==> config.mk <==
export PLATFORM = sky130hd
export DESIGN_NAME = cfg_seq_ctrl
export DESIGN_NICKNAME = d
export VERILOG_FILES = /design/src/rtl/cfg_seq_pkg.sv /design/src/rtl/cfg_rate_gen.sv /design/src/rtl/cfg_flash_port.sv /design/src/rtl/cfg_opt_store.sv /design/src/rtl/cfg_seq_ctrl.sv
export SDC_FILE = /design/constraint.sdc
export NUM_CORES = 1
export LEC_CHECK = 0
export BUFFER_PORTS_ARGS = -buffer_cell sky130_fd_sc_hd__buf_2
export CORE_ASPECT_RATIO = 1.2
export CORE_MARGIN = 4
export CORE_UTILIZATION = 55
export CTS_CLUSTER_SIZE = 20
export DETAILED_ROUTE_END_ITERATION = 8
export GPL_TIMING_DRIVEN = 0
export PLACE_DENSITY = 0.72
export REMOVE_ABC_BUFFERS = 1
export SYNTH_ARGS = -nofsm -noshare
export SYNTH_HDL_FRONTEND = slang
export SYNTH_SLANG_ARGS = --single-unit
==> constraint.sdc <==
create_clock -name clk -period 3.7 [get_ports clk]
set_input_delay 0.74 -clock clk [delete_from_list [all_inputs] [get_ports clk]]
set_output_delay 0.74 -clock clk [all_outputs]
set_load 0.1 [all_outputs]
==> src/rtl/cfg_seq_pkg.sv <==
// Shared sizes, FSM encoding and decoded option fields for the
// configuration sequencer. Assumes 16-bit flash words.
package cfg_seq_pkg;
    localparam int WORD_W    = 16;
    localparam int OPT_WORDS = 32;
    localparam int PAGES     = 8;
    localparam int PAGE_W    = $clog2(PAGES);
    localparam int IDX_W     = $clog2(OPT_WORDS);
    localparam int OCNT_W    = IDX_W + 1;
    localparam int DIV_W     = 8;

    typedef enum logic [1:0] {
        ST_OPT  = 2'd0,
        ST_WAIT = 2'd1,
        ST_XFER = 2'd2,
        ST_IDLE = 2'd3
    } seq_state_t;

    typedef struct packed {
        logic [1:0]       scheme;
        logic             decomp;
        logic [DIV_W-1:0] clk_div;
    } opt_cfg_t;
endpackage

==> src/rtl/cfg_rate_gen.sv <==
// Down-counter that spaces flash requests: fire is high once the count
// reaches zero; take reloads it. Assumes take only when fire is high.
module cfg_rate_gen #(
    parameter int CNT_W = 8
) (
    input  logic             clk,
    input  logic             rst_n,
    input  logic             take,
    input  logic [CNT_W-1:0] reload,
    output logic             fire
);
    logic [CNT_W-1:0] cnt;

    // Reload on a taken slot, otherwise count down to zero.
    always_ff @(posedge clk) begin
        if (!rst_n)         cnt <= '0;
        else if (take)      cnt <= reload;
        else if (cnt != '0) cnt <= cnt - 1'b1;
    end

    assign fire = (cnt == '0);
endmodule

==> src/rtl/cfg_flash_port.sv <==
// Registers the flash request pulse and address and tracks the single
// outstanding read. Assumes one flash_valid per request, never without one.
module cfg_flash_port #(
    parameter int ADDR_W = 20
) (
    input  logic              clk,
    input  logic              rst_n,
    input  logic              issue,
    input  logic [ADDR_W-1:0] issue_addr,
    input  logic              flash_valid,
    output logic              flash_req,
    output logic [ADDR_W-1:0] flash_addr,
    output logic              pending
);
    // Drive a one-cycle request and hold its address.
    always_ff @(posedge clk) begin
        if (!rst_n) begin
            flash_req  <= 1'b0;
            flash_addr <= '0;
        end else begin
            flash_req <= issue;
            if (issue) flash_addr <= issue_addr;
        end
    end

    // Outstanding flag: set on issue, cleared by the response.
    always_ff @(posedge clk) begin
        if (!rst_n)           pending <= 1'b0;
        else if (issue)       pending <= 1'b1;
        else if (flash_valid) pending <= 1'b0;
    end
endmodule

==> src/rtl/cfg_opt_store.sv <==
// Captures the option words as they arrive and decodes them: word 0 is the
// header, words 2+2p / 3+2p are page p start / length. Other words are dropped.
module cfg_opt_store
    import cfg_seq_pkg::*;
(
    input  logic                     clk,
    input  logic                     rst_n,
    input  logic                     wr_en,
    input  logic [IDX_W-1:0]         wr_idx,
    input  logic [WORD_W-1:0]        wr_data,
    input  logic [PAGE_W-1:0]        page,
    output opt_cfg_t                 cfg,
    output logic [WORD_W-1:0]        page_start,
    output logic [WORD_W-1:0]        page_len
);
    localparam int HDR_W = DIV_W + 3;
    localparam int TBL_N = 2 * PAGES;

    logic [HDR_W-1:0]  hdr;
    logic [WORD_W-1:0] tbl [TBL_N];

    // Header word capture.
    always_ff @(posedge clk) begin
        if (!rst_n)                          hdr <= '0;
        else if (wr_en && wr_idx == '0)      hdr <= wr_data[HDR_W-1:0];
    end

    // One register per page-table word.
    for (genvar i = 0; i < TBL_N; i++) begin : g_tbl
        always_ff @(posedge clk) begin
            if (!rst_n)                                   tbl[i] <= '0;
            else if (wr_en && wr_idx == IDX_W'(i + 2))    tbl[i] <= wr_data;
        end
    end

    // Decode header fields and look up the chosen page.
    always_comb begin
        cfg.scheme  = hdr[1:0];
        cfg.decomp  = hdr[2];
        cfg.clk_div = hdr[HDR_W-1:3];
        page_start  = tbl[{page, 1'b0}];
        page_len    = tbl[{page, 1'b1}];
    end
endmodule

==> src/rtl/cfg_seq_ctrl.sv <==
// Configuration sequencer top: option read, page choice, readiness wait,
// paced page streaming, error and done handling. Assumes synchronous FPGA
// lines and a one-cycle reconfig pulse.
module cfg_seq_ctrl
    import cfg_seq_pkg::*;
#(
    parameter int          ADDR_W   = 20,
    parameter int unsigned OPT_BASE = 32'h8000,
    parameter int          OPT_PACE = 4
) (
    input  logic              clk,
    input  logic              rst_n,
    input  logic [2:0]        page_sel,
    input  logic              reconfig,
    input  logic              fpga_status,
    input  logic              fpga_done,
    output logic              flash_req,
    output logic [ADDR_W-1:0] flash_addr,
    input  logic              flash_valid,
    input  logic [15:0]       flash_data,
    output logic              out_valid,
    output logic [15:0]       out_data,
    output logic [1:0]        cfg_scheme,
    output logic              cfg_decomp_en,
    output logic [7:0]        cfg_clk_div,
    output logic              xfer_active,
    output logic              cfg_idle,
    output logic              cfg_error
);
    localparam logic [OCNT_W-1:0] OPT_LAST = OCNT_W'(OPT_WORDS);

    seq_state_t           state;
    logic [OCNT_W-1:0]    opt_iss_cnt, opt_rcv_cnt;
    logic [PAGE_W-1:0]    page_q;
    logic [ADDR_W-1:0]    xfer_addr, issue_addr;
    logic [WORD_W-1:0]    remain, page_start, page_len;
    logic                 err_q, pending, fire, issue;
    logic                 want_opt, want_xfer, stream_ok, opt_wr;
    logic [DIV_W-1:0]     reload;
    opt_cfg_t             cfg;

    // Request decision for the option phase and the streaming phase.
    always_comb begin
        stream_ok  = fpga_status && !fpga_done;
        want_opt   = (state == ST_OPT) && (opt_iss_cnt != OPT_LAST);
        want_xfer  = (state == ST_XFER) && (remain != '0) && stream_ok && !reconfig;
        issue      = fire && !pending && (want_opt || want_xfer);
        issue_addr = (state == ST_OPT) ? ADDR_W'(OPT_BASE) + ADDR_W'(opt_iss_cnt) : xfer_addr;
        reload     = (state == ST_OPT) ? DIV_W'(OPT_PACE - 1) : cfg.clk_div;
        opt_wr     = (state == ST_OPT) && flash_valid;
    end

    cfg_rate_gen #(.CNT_W(DIV_W)) i_rate (
        .clk    (clk),
        .rst_n  (rst_n),
        .take   (issue),
        .reload (reload),
        .fire   (fire)
    );

    cfg_flash_port #(.ADDR_W(ADDR_W)) i_port (
        .clk         (clk),
        .rst_n       (rst_n),
        .issue       (issue),
        .issue_addr  (issue_addr),
        .flash_valid (flash_valid),
        .flash_req   (flash_req),
        .flash_addr  (flash_addr),
        .pending     (pending)
    );

    cfg_opt_store i_store (
        .clk        (clk),
        .rst_n      (rst_n),
        .wr_en      (opt_wr),
        .wr_idx     (opt_rcv_cnt[IDX_W-1:0]),
        .wr_data    (flash_data),
        .page       (page_q),
        .cfg        (cfg),
        .page_start (page_start),
        .page_len   (page_len)
    );

    // Option read counters: requests issued and words received.
    always_ff @(posedge clk) begin
        if (!rst_n) begin
            opt_iss_cnt <= '0;
            opt_rcv_cnt <= '0;
        end else begin
            if (issue && state == ST_OPT) opt_iss_cnt <= opt_iss_cnt + 1'b1;
            if (opt_wr)                   opt_rcv_cnt <= opt_rcv_cnt + 1'b1;
        end
    end

    // Sequencer FSM with page capture, transfer counters and error flag.
    always_ff @(posedge clk) begin
        if (!rst_n) begin
            state     <= ST_OPT;
            page_q    <= page_sel;
            xfer_addr <= '0;
            remain    <= '0;
            err_q     <= 1'b0;
        end else begin
            case (state)
                ST_OPT: begin
                    if (opt_rcv_cnt == OPT_LAST) state <= ST_WAIT;
                end
                ST_WAIT: begin
                    if (reconfig) begin
                        page_q <= page_sel;
                    end else if (stream_ok && !pending) begin
                        xfer_addr <= ADDR_W'(page_start);
                        remain    <= page_len;
                        err_q     <= 1'b0;
                        state     <= ST_XFER;
                    end
                end
                ST_XFER: begin
                    if (!fpga_status) begin
                        err_q <= 1'b1;
                        state <= ST_WAIT;
                    end else if (fpga_done) begin
                        state <= ST_IDLE;
                    end else if (reconfig) begin
                        page_q <= page_sel;
                        state  <= ST_WAIT;
                    end else if (issue) begin
                        xfer_addr <= xfer_addr + 1'b1;
                        remain    <= remain - 1'b1;
                    end
                end
                default: begin
                    if (reconfig) begin
                        page_q <= page_sel;
                        state  <= ST_WAIT;
                    end
                end
            endcase
        end
    end

    // Forward read data to the serializer only during a transfer.
    always_ff @(posedge clk) begin
        if (!rst_n) begin
            out_valid <= 1'b0;
            out_data  <= '0;
        end else begin
            out_valid <= flash_valid && (state == ST_XFER);
            if (flash_valid && state == ST_XFER) out_data <= flash_data;
        end
    end

    assign cfg_scheme    = cfg.scheme;
    assign cfg_decomp_en = cfg.decomp;
    assign cfg_clk_div   = cfg.clk_div;
    assign xfer_active   = (state == ST_XFER);
    assign cfg_idle      = (state == ST_IDLE);
    assign cfg_error     = err_q;
endmodule

==> After elaboration in Yosys (flattened, before gate mapping) <==
Memory sizes are Yosys's and may differ from the RTL's. A register that Yosys moved wholly into a read port is not among the register bits.
Cells that the tools add are included.
{ "classes": {"muxes": 103, "add_sub_neg": 6, "bitwise_logic": 16, "n_eq_ne": 32, "n_reduce_logical": 44} }
{ "op_table": {"columns": ["cell", "count"], "rows": [
  ["2-to-1 mux 16 bit", 22],
  ["2-to-1 mux 20 bit", 7],
  ["2-to-1 mux 1 bit", 54],
  ["equality test 5 x 4 -> 1 bit (second input constant)", 8],
  ["case mux 20 bit (2 select lines)", 1],
  ["case mux 16 bit (2 select lines)", 1],
  ["logical AND 1 bit", 28],
  ["2-to-1 mux 8 bit", 3],
  ["adder 20 x 1 -> 20 bit (second input constant)", 1],
  ["equality test 5 x 3 -> 1 bit (second input constant)", 4],
  ["adder 16 x 6 -> 17 bit (first input constant)", 1],
  ["OR 1 bit", 16],
  ["nonzero test 16 bit", 1],
  ["subtractor 16 x 1 -> 16 bit (second input constant)", 1],
  ["inequality test 2 bit (second input constant)", 7],
  ["adder 6 x 1 -> 6 bit (second input constant)", 2],
  ["2-to-1 mux 2 bit", 6],
  ["2-to-1 mux 3 bit", 4],
  ["equality test 5 x 2 -> 1 bit (second input constant)", 2],
  ["equality test 5 bit (second input constant)", 2],
  ["logical NOT 8 bit", 1],
  ["2-to-1 mux 4 bit", 2],
  ["nonzero test 8 bit", 1],
  ["subtractor 8 x 1 -> 8 bit (second input constant)", 1],
  ["17 further kinds", 25]
]} }
{ "word_totals": {"mem_bits_rw": 256, "word_cells": 216, "mem_count": 1, "inputBits": 25, "ff_bits": 112, "output_inout_bits": 52} }
{ "memory_table": {"columns": ["memory", "words", "width", "read_ports", "rd_ports_with_merged_regs", "write_ports", "line_no", "source"], "rows": [
  ["i_store.tbl", 16, 16, 2, 2, 16, "cfg_opt_store.sv:20", "logic [WORD_W-1:0] tbl [TBL_N];"]
]} }

==> Logic depth before layout (Yosys ltp) <==
{ "depth": {"ltp_word": 11, "depth_mapped": 9, "depth_no_buf": 7} }

==> Cells and area by module <==
From an unflattened synthesis, not the netlist that was laid out.
{ "unflattened": {"hier_cells": 1451, "area_unflattened_um2": 16946.3} }
{ "modules_own_cells": {"columns": ["module", "area_per_inst_um2", "cells_each", "n_inst", "seq_area_each_um2"], "rows": [
  ["cfg_opt_store", 11737.5, 819, 1, 7907.6],
  ["cfg_seq_ctrl", 3906.2, 511, 1, 1451.4],
  ["cfg_flash_port", 844.6, 70, 1, 440.4],
  ["cfg_rate_gen", 457.9, 51, 1, 160.2]
]} }

==> Worst setup path after synthesis <==
OpenSTA, ideal clock, no wires.
{ "synth_timing": {"path_kind": "in2reg", "startpoint": "in flash_valid", "endpoint": "mem i_store.tbl[4][0], enable pin", "n_path_buf": 0, "setup_ps": 411, "setup_slack_ps": 793, "cell_stages": 3, "t_arrival_ps": 2496, "t_required_ps": 3289, "cell_sequence": "nor4b_2 > nand2_1 > o21ai_0"} }
{ "synth_rtl": {"columns": ["element", "line_no", "source"], "rows": [
  ["from (decl)", "cfg_seq_ctrl.sv:19", "input logic flash_valid,"],
  ["to (decl)", "cfg_opt_store.sv:20", null]
]} }

==> Final worst setup path <==
{ "layout_timing": {"startpoint": "reg state[0]", "endpoint": "out xfer_active"} }
{ "layout_via": {"elab_chain_len": 1} }
{ "layout_rtl": {"columns": ["element", "line_no", "source"], "rows": [
  ["from (decl)", "cfg_seq_ctrl.sv:32", "seq_state_t state;"],
  ["from (signal assigned)", "cfg_seq_ctrl.sv:98", "state <= ST_OPT;"],
  ["from (signal assigned)", "cfg_seq_ctrl.sv:106", "if (opt_rcv_cnt == OPT_LAST) state <= ST_WAIT;"],
  ["from (signal assigned)", "cfg_seq_ctrl.sv:115", "state <= ST_XFER;"],
  ["equality test 2 bit", "cfg_seq_ctrl.sv:156", "assign xfer_active = (state == ST_XFER);"],
  ["to (decl)", "cfg_seq_ctrl.sv:26", "output logic xfer_active,"]
]} }
No other way between the ends.

==> reports/metrics.cfg <==
[run_status]
run_status = finished clean

[yosys]
syn_area_per_cell_um2 = 12.1
synth_compound_area_frac = 0.0756
yosys_warnings = 0
synth-main-ff-cell = edfxtp_1
syn_inst = 1413
synthMuxAreaShare = 0.111
synthAdderAreaFrac = 0.00804
yosys.area.top_type_share = 0.455
synthArstFlopShare = 0
synth_seq_cells = 371
synth_top_family_by_area = simple AND/OR/NAND/NOR gates
synth_area_mm2 = 0.0171
synth.distinct_cells = 65
synth_edf_count = 259
yosysTopAreaCell = edfxtp_1
synthSimpleGateAreaFrac = 0.184
synthTopCellsByArea = edfxtp_1 (45%), dfxtp_1 (13%), mux4_2 (8.4%)
synth_xor_area_frac = 0.00512
yosysSeqAreaShare = 0.586

[sta]
skew_ps = 12.4
fin_crit_sh = 0.939
worst_slew_pin_slew_ps = 1440
finalMaxSlewViolations = 0
maxSlewHeadroom = 0.0371
period_minus_slack_ps = 3470
rsz0062_at_grt = no
hold_viol_final = 0
setup_ws_ps = 227
fmax_mhz = 288
setup_viol = 0

[floorplanning]
dieArea_mm2 = 0.0340
io_pins = 77
die_h_um = 201
dieWidth_um = 169
start_util = 0.560
core_area_mm2 = 0.0306
num_rows = 70

[global_routing]
gr-total-overflow = 0
grt_max_degree = 84
grt_pass1_vias = 11608
grt_antenna_before_repair = 1
grtUsageTotal = 0.254
grt_pass1_wl_mm = 67.2

[power_and_ir_drop]
clockPowerShare = 0.374
ir_drop_v = 0.000595
p_per_area_mw_per_mm2 = 531
p_int_mw = 7.43
pwr-share-comb = 0.158
leakagePower_nw = 7.19
p_seq_frac = 0.469
p_sw_frac = 0.272
power.switching_mw = 2.78

[finish]
n_antenna_cell = 0
nFillCells = 2325
fin_area_mm2 = 0.0192
fin_cells = 1866
final_util = 0.629
multi_input_area_mm2 = 0.00666
final-seq-area_mm2 = 0.0100
nets = 1480
drive_gt1_frac = 0.196
syn_to_final_growth_pct = 12.3

[critical_path]
slowest_delay_ps = 710
crit_required_ps = 2960
cp_slowest_cell = dfxtp_1
crit_path_start_kind = flop
path_cells = nand2b_4 -> inv_2 -> buf_12 -> buf_2
cp_max_fo = 55
crit_type = flop to output pin
critPathLaunch = state[0]$_SDFFE_PN0P_
cp.arrival_ps = 2730
rr_startpoint = opt_rcv_cnt[0]$_SDFFE_PN0P_
reg2reg_slack_ps = 450
cp-end-kind = output pin

[drt]
wl_mm = 43.1
first_pass_iters = 5
route.detailed.wl_per_inst_um = 23.1
via_per_inst = 6.17
drc_errors = 0
vias = 11509
drt_iter0_markers = 1133
ant_nets = 0

[placed_design]
place_inst = 1798
globalplace.congestion = 0.840
dpl-instance-area_mm2 = 0.0179
place_ws_ps = -471
dpl.hpwl_mm = 27.0
portBuffers = 76

[clock_network]
clk_latency_ps = 530
clk_pin_slew_ps = 60
htreeDepth = 2
cts_hold_buf = 0
cts_root_buf = clkbuf_16
clock_sinks = 371
numCtsBuffers = 38
cts_buffer_depth = 3
postCtsSetupRepairBufs = 0
cts_tree = done

[run]
cap_violations = 0

[worst_hold_path]
min_from = i_port.flash_addr[17]$_SDFFE_PN0P_
hold_path.class = flop to flop

## stage by stage
stage | hold WS, ps | setup TNS, ps | power (mW)
2_1_floorplan | 439 | -16270 | 5.97
3_3_place_gp | 436 | -473590 | 6.41
3_5_place_dp | 441 | -48520 | 6.44
4_1_cts | 450 | 0 | 10.2
5_1_grt | 472 | 0 | 10.6
6_report | 449 | 0 | 10.2
## repair_timing
action | in CTS | in global routing
cloned | 0 | 0
endpoints found under the setup margin | 1 | 88
gates resized for setup | 2 | 5
## path summary, 6_finish.rpt
kind,depth (start not counted),end
min reg2reg,2,i_port.flash_addr[17]$_SDFFE_PN0P_
min,2,i_port.flash_addr[17]$_SDFFE_PN0P_
max,4,xfer_active
max reg2reg,5,i_store.tbl[10][8]$_SDFFCE_PN0P_
## critical path: cells and delay by family (launching register included)
family | cells | cell delay [ps]
buffers and inverters | 3 | 850
flip-flops | 1 | 710
AND/OR/NAND/NOR | 1 | 620
## cell families (layout without fill, tap and decap cells)
family / after synthesis / in the layout
adders and majority gates: 11 / 11
buffers and inverters: 123 / 180
and+or+nand+nor: 577 / 577
DFF: 371 / 371
xor gates and xnor gates: 10 / 10
AOI/OAI and AO/OA: 214 / 214
muxes: 107 / 107
## cell usage in the layout, fill, tap and decap left out, types with 16 or more instances in the layout
cell and instances:
edfxtp_1 259, and2_1 230, nand2_1 120, dfxtp_1 108, a21oi_1 87, buf_2 75
nor2_1 73, mux4_2 64, clkbuf_16 39, and3_1 38, nand3_1 30, o21ai_0 30
mux2i_1 27, nor3_1 23, o22ai_1 19, o21ai_2 17, mux2_2 16
## routing by layer
metal  routed length, um  GRT usage  vias up
met3                3200     0.0367       79
met5                  20          0        -
met4                1210     0.0768        2
li1                    -          -     5228
met1               17000      0.338     5720
met2               21700      0.434      480
## power groups by stage
| stage | Clock (mW) | Combinational [mW] | Sequential (mW) |
|---|---|---|---|
| 4_1_cts | 3.85 | 1.57 | 4.79 |
| 2_1_floorplan | 0 | 0.815 | 5.15 |
| 6_report | 3.81 | 1.61 | 4.79 |
| 3_5_place_dp | 0 | 1.57 | 4.88 |
| 3_3_place_gp | 0 | 1.48 | 4.93 |
| 5_1_grt | 4.02 | 1.73 | 4.81 |
## sequential cells by signal, indices dropped and copies added (netlist names), named ones only
| signal | count |
|---|---|
| cfg_error | 1 |
| i_port.flash_addr | 20 |
| i_port.flash_req | 1 |
| i_port.pending | 1 |
| i_rate.cnt | 8 |
| i_store.hdr | 11 |
| i_store.tbl | 256 |
| opt_iss_cnt | 6 |
| opt_rcv_cnt | 6 |
| out_data | 16 |
| out_valid | 1 |
| page_q | 3 |
| remain | 16 |
| state | 2 |
| xfer_addr | 20 |
## Yosys cell counts (3+ instances only)
master	instances
a211oi_1	4
or3_1	4
nor4_1	4
nor2b_1	5
mux4_2	64
xnor2_1	8
or2_2	7
nand3_1	30
mux2_2	16
clkbuf_1	70
nand2_1	120
buf_2	23
or4_1	3
dfxtp_1	112
edfxtp_1	259
o21ai_0	45
and2_1	230
o31ai_1	5
nand2b_1	6
a41oi_1	5
o211ai_1	10
o22ai_1	19
ha_1	11
a21oi_1	87
clkbuf_8	3
nand4_1	8
inv_1	17
a2111oi_0	5
nor3_1	23
a31oi_1	14
mux2i_1	27
nor2_1	80
and3_1	38
buf_1	9
## area by class of cell
type / count / area share
Sequential cell: 371 / 0.522
Multi-Input combinational cell: 919 / 0.346
Clock buffer: 53 / 0.0556
Timing Repair Buffer: 97 / 0.0382
Tap cell: 396 / 0.0258
Clock inverter: 13 / 0.00872
Inverter: 17 / 0.00345
Power figures use the tool's default switching activity.
